**src/rtl/scl_stall_timer.sv**
```systemverilog
module scl_stall_timer #(
  parameter int LIMIT_W = 15,
  parameter int EXP_W   = 4,
  parameter int MAX_EXP = 14
) (
  input  logic               clk,
  input  logic               rst_n,
  input  logic               wt_enable,
  input  logic [LIMIT_W-1:0] wt_limit,
  input  logic [EXP_W-1:0]   tick_exp,
  input  logic               scl_in,
  input  logic               xfer_active,
  output logic               timeout_pulse
);
  localparam int PRE_W = (MAX_EXP > 0) ? MAX_EXP : 1;

  logic [PRE_W-1:0]   pre_cnt;
  logic [LIMIT_W-1:0] tick_cnt;
  logic               fired;
  logic [EXP_W-1:0]   exp_eff;
  logic [PRE_W-1:0]   pre_mask;
  logic               armed, tick, hit;
  logic [LIMIT_W:0]   tick_nxt;

  assign exp_eff  = (tick_exp > EXP_W'(MAX_EXP)) ? EXP_W'(MAX_EXP) : tick_exp;
  assign pre_mask = PRE_W'((32'd1 << exp_eff) - 32'd1);
  assign armed    = wt_enable && (wt_limit != '0) && xfer_active && !scl_in;
  assign tick     = armed && !fired && ((pre_cnt & pre_mask) == pre_mask);
  assign tick_nxt = {1'b0, tick_cnt} + 1'b1;
  assign hit      = tick && (tick_nxt >= {1'b0, wt_limit});

  always_ff @(posedge clk or negedge rst_n) begin
    if (!rst_n) begin
      pre_cnt       <= '0;
      tick_cnt      <= '0;
      fired         <= 1'b0;
      timeout_pulse <= 1'b0;
    end else if (!armed) begin
      pre_cnt       <= '0;
      tick_cnt      <= '0;
      fired         <= 1'b0;
      timeout_pulse <= 1'b0;
    end else begin
      timeout_pulse <= hit;
      if (hit) fired <= 1'b1;
      if (!fired) begin
        pre_cnt <= tick ? '0 : pre_cnt + 1'b1;
        if (tick && !hit) tick_cnt <= tick_nxt[LIMIT_W-1:0];
      end
    end
  end
endmodule


```
**config.mk**
```make
export PLATFORM = sky130hd
export DESIGN_NAME = scl_stall_timer
export DESIGN_NICKNAME = d
export VERILOG_FILES = /design/src/rtl/scl_stall_timer.sv
export SDC_FILE = /design/constraint.sdc
export NUM_CORES = 1
export LEC_CHECK = 0
export ABC_AREA = 0
export CELL_PAD_IN_SITES_DETAIL_PLACEMENT = 0
export CELL_PAD_IN_SITES_GLOBAL_PLACEMENT = 1
export CORE_MARGIN = 2
export CORE_UTILIZATION = 44
export DETAILED_ROUTE_END_ITERATION = 8
export MAX_ROUTING_LAYER = met4
export PLACE_DENSITY_LB_ADDON = 0.05
export SYNTH_ARGS = -nofsm -noshare
export SYNTH_HDL_FRONTEND = slang
export SYNTH_SLANG_ARGS = --single-unit
```
**constraint.sdc**
```tcl
create_clock -name clk -period 4.5 [get_ports clk]
set_input_delay 0.45 -clock clk [delete_from_list [all_inputs] [get_ports clk]]
set_output_delay 0.45 -clock clk [all_outputs]
set_load 0.005 [all_outputs]
```
==> summary.md, run 1 <==
| Metric | Value |
|---|---|
| Share of post-route cells with drive strength above 1 | `approximately 7.9%` |
| Leakage | `approximately 1.4 nW` |
| H-tree depth | `2` |
| Slew Viols, Final | `0` |
| Worst Path Required | `about 4700 ps` |
| Max Root-Sink Buffers | `2` |
| Fin. Hold Viols | `0` |
| TNS Setup | `0 ps` |
| Layout Nets | `approximately 360` |
| Post-route insts no fill | `389` |
| Ant diodes | `0` |
| Cell family with most CP delay | `simple AND/OR/NAND/NOR gates` |
| Ys Warns | `0` |
| Nature of the critical path endpoint | `register` |
| Dpl hpwl | `~4.4 mm` |
| Crit path to | `tick_cnt[4]` |
| Worst-Margin Slew | `806.4 ps` |
| Max cap viols | `0` |
| Starting Density | `45.71%` |
| Critical-path cell list | `ha_1, and3_1, and3_1, and3_1, and3_1, xor2_1, ha_1, nand4_1, a211oi_1, o41ai_1, a21o_1, and3_1, a21oi_1, a31o_2` |
| CTS Hold Bufs | `0` |
| Tot GR Track Use | `roughly a fifth` |
| CTS tree | `done` |
| Post-CTS Setup Inserts | `0` |
| Final worst-path cycle share | `between 80% and 90%` |
| Status | `completed` |
| First-pass GRT wire length | `10.18 mm` |
| Critical Path AT | `4110 ps` |
| DR vias | `approximately 2200` |
| Worst r2r dst | `tick_cnt[4]` |
| IO Pins | `25` |
| Core region area | `~5500 um^2` |
| Yosys reg bits | `31` |
| Slowest stage cell on the critical path | `and3_1` |
| Cell count along the critical path | `14` |
| Synth Flop Type | `dfrtp_1` |
| FFs w/ async S/R, synth | `100.0%` |
| Number of synthesized flops with an enable pin | `0` |
| Pwr dens | `193.6 nW/um^2` |
| RSZ-0062 raised after global routing | `false` |
| Commonest non-fill, non-tap cell in the layout | `dfrtp_1` |
| TritonCTS Buffers | `5` |
| Layout area overhead | `13.64%` |
| WL/cell | `about 15 um` |
| Worst r2r src | `tick_cnt[0]` |
| Post-synth top area share | `~31%` |
| Worst setup SP type | `register` |
| Synth top area cells | `dfrtp_1 (31%), ha_1 (8.9%), nand2_1 (4.4%)` |
| Slew HR | `between 40% and 50%` |
| Max Clock Skew | `~2.8 ps` |
| DRT Pass-1 Iters | `5` |
| Commonest cells after routing, fill and taps aside | `dfrtp_1 (31), nand2_1 (30), clkdlybuf4s50_1 (24)` |
| Crit. Startpoint | `tick_cnt[0]` |
| Average via count per standard cell | `between 5 and 6` |
| Clock transition at path regs | `around 60 ps` |
| Clock Latency Late Sink | `280 ps` |
| Die area | `between 6000 and 7000 um^2` |
| Worst Path Buf+Inv | `0` |
| Mapped cell area | `around 2500 um^2` |
| Crit-path max FO | `23` |
| Post-cts sizing count | `0` |
| FMAX | `~0.25 GHz` |
| Die Ht | `between 70 and 80 um` |
| Initial antenna violation count | `0` |
| VDD IR max | `between 0.15 and 0.2 mV` |
| Grt total ovfl | `0` |
| FF-to-FF setup slack | `roughly 560 ps` |
| Period minus WS final | `slightly below 4000 ps` |
| Net Count, Synth | `between 300 and 400` |
| Reg2reg path depth | `14` |
| Placed Cells | `~380` |
| Most frequent CP cell | `and3_1` |
| CTS sink cnt | `31` |
| # DRC | `0` |
| Routed WL | `slightly below 6 mm` |
| Vias in the first global route | `2189` |
| Synth Area per Inst | `approximately 8.5 um^2` |
| Chip width | `~80 um` |
| # setup viols final | `0` |
| IO buf count | `24` |
| Type of the worst setup path | `reg -> reg` |
| Row count | `27` |
| Routability cong. | `~0.80` |
| Largest net degree at the start of global routing | `32` |
| Cell taking the most area after synthesis | `dfrtp_1` |
| Netlist cell types | `between 50 and 60` |
| Worst hold path class | `reg -> reg` |
| Initial DRC Count | `roughly 170` |
| Post-route ant nets | `0` |
| Post-Synthesis Cells | `roughly 300` |
| Post-synthesis sequential area ratio | `a little under a third` |
| Slowest stage delay, CP | `~710 ps` |
| Clk root buf | `clkbuf_8` |
[per-stage QoR]
| step | worst slack [ps] | util, % | hold slack [ps] | power, W | instance area, um^2 |
|---|---|---|---|---|---|
| floorplan | 1165 | - | 154.4 | 0.0003202 | 2532 |
| global placement | 573.0 | 50.47 | 541.1 | 0.0003544 | 2796 |
| detailed placement | 544.7 | 50.47 | 543.8 | 0.0003546 | 2796 |
| CTS | 527.2 | 51.94 | 557.3 | 0.0005660 | 2878 |
| global route | 166.7 | 51.94 | 582.6 | 0.0005857 | 2878 |
| finish | 560.2 | 51.94 | 550.2 | 0.0005571 | 2878 |
[where the power goes]
group / total (W) / leakage [nW] / internal (W) / switching, W
registers: 0.000280 / 0.433 / 0.000279 / 0.000000776
clock network: 0.000208 / 0.0422 / 0.000108 / 0.0000999
logic: 0.0000689 / 0.921 / 0.0000320 / 0.0000369
total: 0.000557 / 1.40 / 0.000420 / 0.000138
[state kept, by name (all words and copies together), names as in the netlist]
| signal | flops |
|---|---|
| pre_cnt | 14 |
| fired | 1 |
| timeout_pulse | 1 |
| tick_cnt | 15 |
[synth_stat cells, types with 4 or more instances]
| library cell | number |
|---|---|
| a21o_1 | 7 |
| a21oi_1 | 21 |
| a31o_1 | 8 |
| and3_1 | 15 |
| buf_2 | 4 |
| clkbuf_1 | 6 |
| dfrtp_1 | 31 |
| ha_1 | 18 |
| inv_1 | 17 |
| nand2_1 | 30 |
| nand3_1 | 14 |
| nor2_1 | 22 |
| nor3_1 | 5 |
| nor4_1 | 5 |
| o21ai_0 | 12 |
| o31ai_2 | 4 |
| xnor2_1 | 5 |
| xor2_1 | 11 |
[final cells by class]
class,count,area [um^2]
Clock buffer,7,76.32
Sequential cell,31,775.7
Multi-Input combinational cell,233,1597
Timing Repair Buffer,28,270.3
Fill cell,537,2663
Inverter,17,63.81
Tap cell,72,90.09
Clock inverter,1,5.005
[kinds of logic (layout without fill, tap and decap cells)]
group / count (synthesis) / in the layout / synth area share, %
adders and majority gates: 18 / 18 / 8.893
muxes: 1 / 1 / 0.3953
DFF: 31 / 31 / 30.63
xor gates and xnor gates: 16 / 16 / 5.533
AOI/OAI and AO/OA: 80 / 80 / 23.32
buffers and inverters: 33 / 53 / 6.324
and+or+nand+nor: 118 / 118 / 24.90
[layer usage]
metal / global-route usage (%) / share of wire [%] / up-vias
met5: - / 0 / -
met4: 5.085 / 0.90 / 0
met3: 2.828 / 3.0 / 5
met2: 37.98 / 50 / 39
met1: 24.65 / 46 / 1036
li1: - / - / 1130
[worst min-delay path by stage]
stage / startpoint / end / slack, ps / cells after the start
2_1_floorplan: rst_n / fired / 150 / 0
3_3_place_gp: pre_cnt[9] / pre_cnt[9] / 540 / 1
3_5_place_dp: pre_cnt[9] / pre_cnt[9] / 540 / 1
4_1_cts: pre_cnt[9] / pre_cnt[9] / 560 / 1
5_1_grt: pre_cnt[9] / pre_cnt[9] / 580 / 1
6_report: pre_cnt[9] / pre_cnt[9] / 550 / 1
(Power assumes the default switching activity.)
==> inputs of run 2 (changes only) <==
--- a/config.mk
+++ b/config.mk
@@ -13,6 +13,7 @@
 export DETAILED_ROUTE_END_ITERATION = 8
 export MAX_ROUTING_LAYER = met4
 export PLACE_DENSITY_LB_ADDON = 0.05
+export SKIP_LAST_GASP = 1
 export SYNTH_ARGS = -nofsm -noshare
 export SYNTH_HDL_FRONTEND = slang
 export SYNTH_SLANG_ARGS = --single-unit
==> results of run 2 <==
The final DEF is identical to that of run 1; final timing and power are the same.
==> inputs of run 3 (changes only) <==
--- a/config.mk
+++ b/config.mk
@@ -9,11 +9,11 @@
 export CELL_PAD_IN_SITES_DETAIL_PLACEMENT = 0
 export CELL_PAD_IN_SITES_GLOBAL_PLACEMENT = 1
 export CORE_MARGIN = 2
-export CORE_UTILIZATION = 44
+export CORE_UTILIZATION = 45
+export CTS_BUF_LIST = sky130_fd_sc_hd__clkbuf_8
 export DETAILED_ROUTE_END_ITERATION = 8
 export MAX_ROUTING_LAYER = met4
 export PLACE_DENSITY_LB_ADDON = 0.05
-export SKIP_LAST_GASP = 1
 export SYNTH_ARGS = -nofsm -noshare
 export SYNTH_HDL_FRONTEND = slang
 export SYNTH_SLANG_ARGS = --single-unit
==> summary.md, run 3 (same netlist as run 1, synthesis figures left out) <==
| Metric | Value |
|---|---|
| Worst setup SP type | `register` |
| RSZ-0062 raised after global routing | `false` |
| First-pass GRT wire length | `10.14 mm` |
| DRT Pass-1 Iters | `4` |
| Average via count per standard cell | `5.792` |
| Dpl hpwl | `about 4.3 mm` |
| Layout Nets | `~360` |
| Reg power frac | `~44%` |
| Die Ht | `79.02 um` |
| Post-place setup slack | `567.6 ps` |
| Comb power frac | `a little over a tenth` |
| Tot GR Track Use | `20.83%` |
| Post-CTS Setup Inserts | `0` |
| Cell Int Power | `approximately 0.00049 W` |
| Post-route insts no fill | `389` |
| CTS Hold Bufs | `0` |
| Fin worst setup slack | `588.5 ps` |
| TNS Setup | `0 ps` |
| Filler cells | `approximately 560` |
| Routability cong. | `0.7920` |
| Type of the worst setup path | `reg -> reg` |
| Worst Path Required | `4670 ps` |
| Post-route ant nets | `0` |
| Max cap viols | `0` |
| Largest Register | `tick_cnt` |
| Clk root buf | `clkbuf_8` |
| H-tree depth | `2` |
| IO Pins | `25` |
| WL/cell | `14.95 um` |
| Pwr dens | `~220 nW/um^2` |
| Row count | `27` |
| Slew Viols, Final | `0` |
| Sequential cell area | `775.7 um^2` |
| Status | `completed` |
| Max Clock Skew | `5.674 ps` |
| Slew HR | `between 40 and 50%` |
| Initial DRC Count | `~110` |
| IO buf count | `24` |
| Period minus WS final | `approximately 3900 ps` |
| Placed Cells | `between 300 and 400` |
| Clock power frac | `45.1%` |
| Nature of the critical path endpoint | `register` |
| Starting Density | `46.27%` |
| TritonCTS Buffers | `5` |
| Fin util | `a little over half` |
| Core region area | `5473 um^2` |
| Largest register FFs | `15` |
| Leakage | `1.415 nW` |
| Worst-Margin Slew | `roughly 820 ps` |
| Routed WL | `approximately 5.8 mm` |
| # DRC | `0` |
| Initial antenna violation count | `0` |
| Vias in the first global route | `~2200` |
| Commonest cells after routing, fill and taps aside | `dfrtp_1 (31), nand2_1 (30), clkdlybuf4s50_1 (24)` |
| Post-cts sizing count | `0` |
| Chip width | `slightly below 80 um` |
| Commonest non-fill, non-tap cell in the layout | `dfrtp_1` |
| Final worst-path cycle share | `between 80% and 90%` |
| Die area | `6243 um^2` |
| Power Total | `0.0006345 W` |
| Switching Share | `22.77%` |
| CTS tree | `done` |
| FMAX | `0.2557 GHz` |
| Grt total ovfl | `0` |
| VDD IR max | `0.1700 mV` |
| Clock Latency Late Sink | `~280 ps` |
| DR vias | `2253` |
| Worst hold path class | `reg -> reg` |
| Layout area overhead | `15.07%` |
| Share of post-route cells with drive strength above 1 | `about 8.5%` |
| Footprint of the multi-input gates | `1597 um^2` |
| CTS sink cnt | `31` |
| Crit-path max FO | `23` |
| P_sw | `~0.00014 W` |
| Max Root-Sink Buffers | `2` |
| Largest net degree at the start of global routing | `32` |
| # setup viols final | `0` |
| Fin. Hold Viols | `0` |
| Clock transition at path regs | `approximately 70 ps` |
| Ant diodes | `0` |
| Largest regs | `tick_cnt x15, pre_cnt x14` |
| Critical Path AT | `4080 ps` |
-- run 3: changes by cell type in the layout (fill, tap and decap cells not counted), sizes merged --
cell    change
bufinv      +1
clkbuf      -1
-- run 3: layout make-up --
| class | count | share of cell area [%] |
|---|---|---|
| sequential | 31 | 26.62 |
| inverter | 17 | 2.190 |
| clock inverter | 2 | 1.202 |
| multi-input combinational | 233 | 54.79 |
| timing repair buffer | 28 | 9.274 |
| clock buffer | 6 | 2.834 |
| tap | 72 | 3.091 |
-- run 3: stage by stage --
stage	hold slack [ps]	cell area [um^2]
3_3_place_gp	535.5	2796
5_1_grt	584.4	2914
6_report	557.9	2914
3_5_place_dp	536.5	2796
2_1_floorplan	154.4	2532
4_1_cts	554.0	2914
-- run 3: worst max-delay path: stages (launching register included) --
cell and delay, ps:
dfrtp_1 430, ha_1 250, and3_1 250, and3_1 270, and3_1 260, and3_1 240, xor2_1 170, ha_1 270
nand4_1 120, o21ai_0 110, a21oi_1 120, a21o_1 200, and3_1 710, a21oi_1 160, a31o_2 240
-- run 3: power by group through the flow --
stage / sequential [W] / clock [W] / combinational (W)
floorplan: 0.000285 / 0 / 0.0000353
global placement: 0.000285 / 0 / 0.0000691
detailed placement: 0.000285 / 0 / 0.0000694
CTS: 0.000280 / 0.000291 / 0.0000699
global route: 0.000280 / 0.000306 / 0.0000774
finish: 0.000280 / 0.000286 / 0.0000683
-- run 3: worst paths after layout --
kind	from	to	slack [ps]	cells after the start
setup reg to reg	tick_cnt[0]	tick_cnt[2]	590	14
setup / recovery	tick_cnt[0]	tick_cnt[2]	590	14
hold reg to reg	pre_cnt[7]	pre_cnt[7]	560	1
max in group asynchronous	rst_n	tick_cnt[10]	3640	2
min in group asynchronous	rst_n	pre_cnt[7]	570	2
hold / removal	pre_cnt[7]	pre_cnt[7]	560	1
-- run 3: routing by layer --
metal / GRT usage (%) / up-vias / share of wire, %
li1: - / 1126 / -
met1: 25.45 / 1065 / 45
met2: 36.27 / 56 / 50
met3: 3.409 / 6 / 3.9
met4: 4.828 / 0 / 0.95
met5: - / - / 0
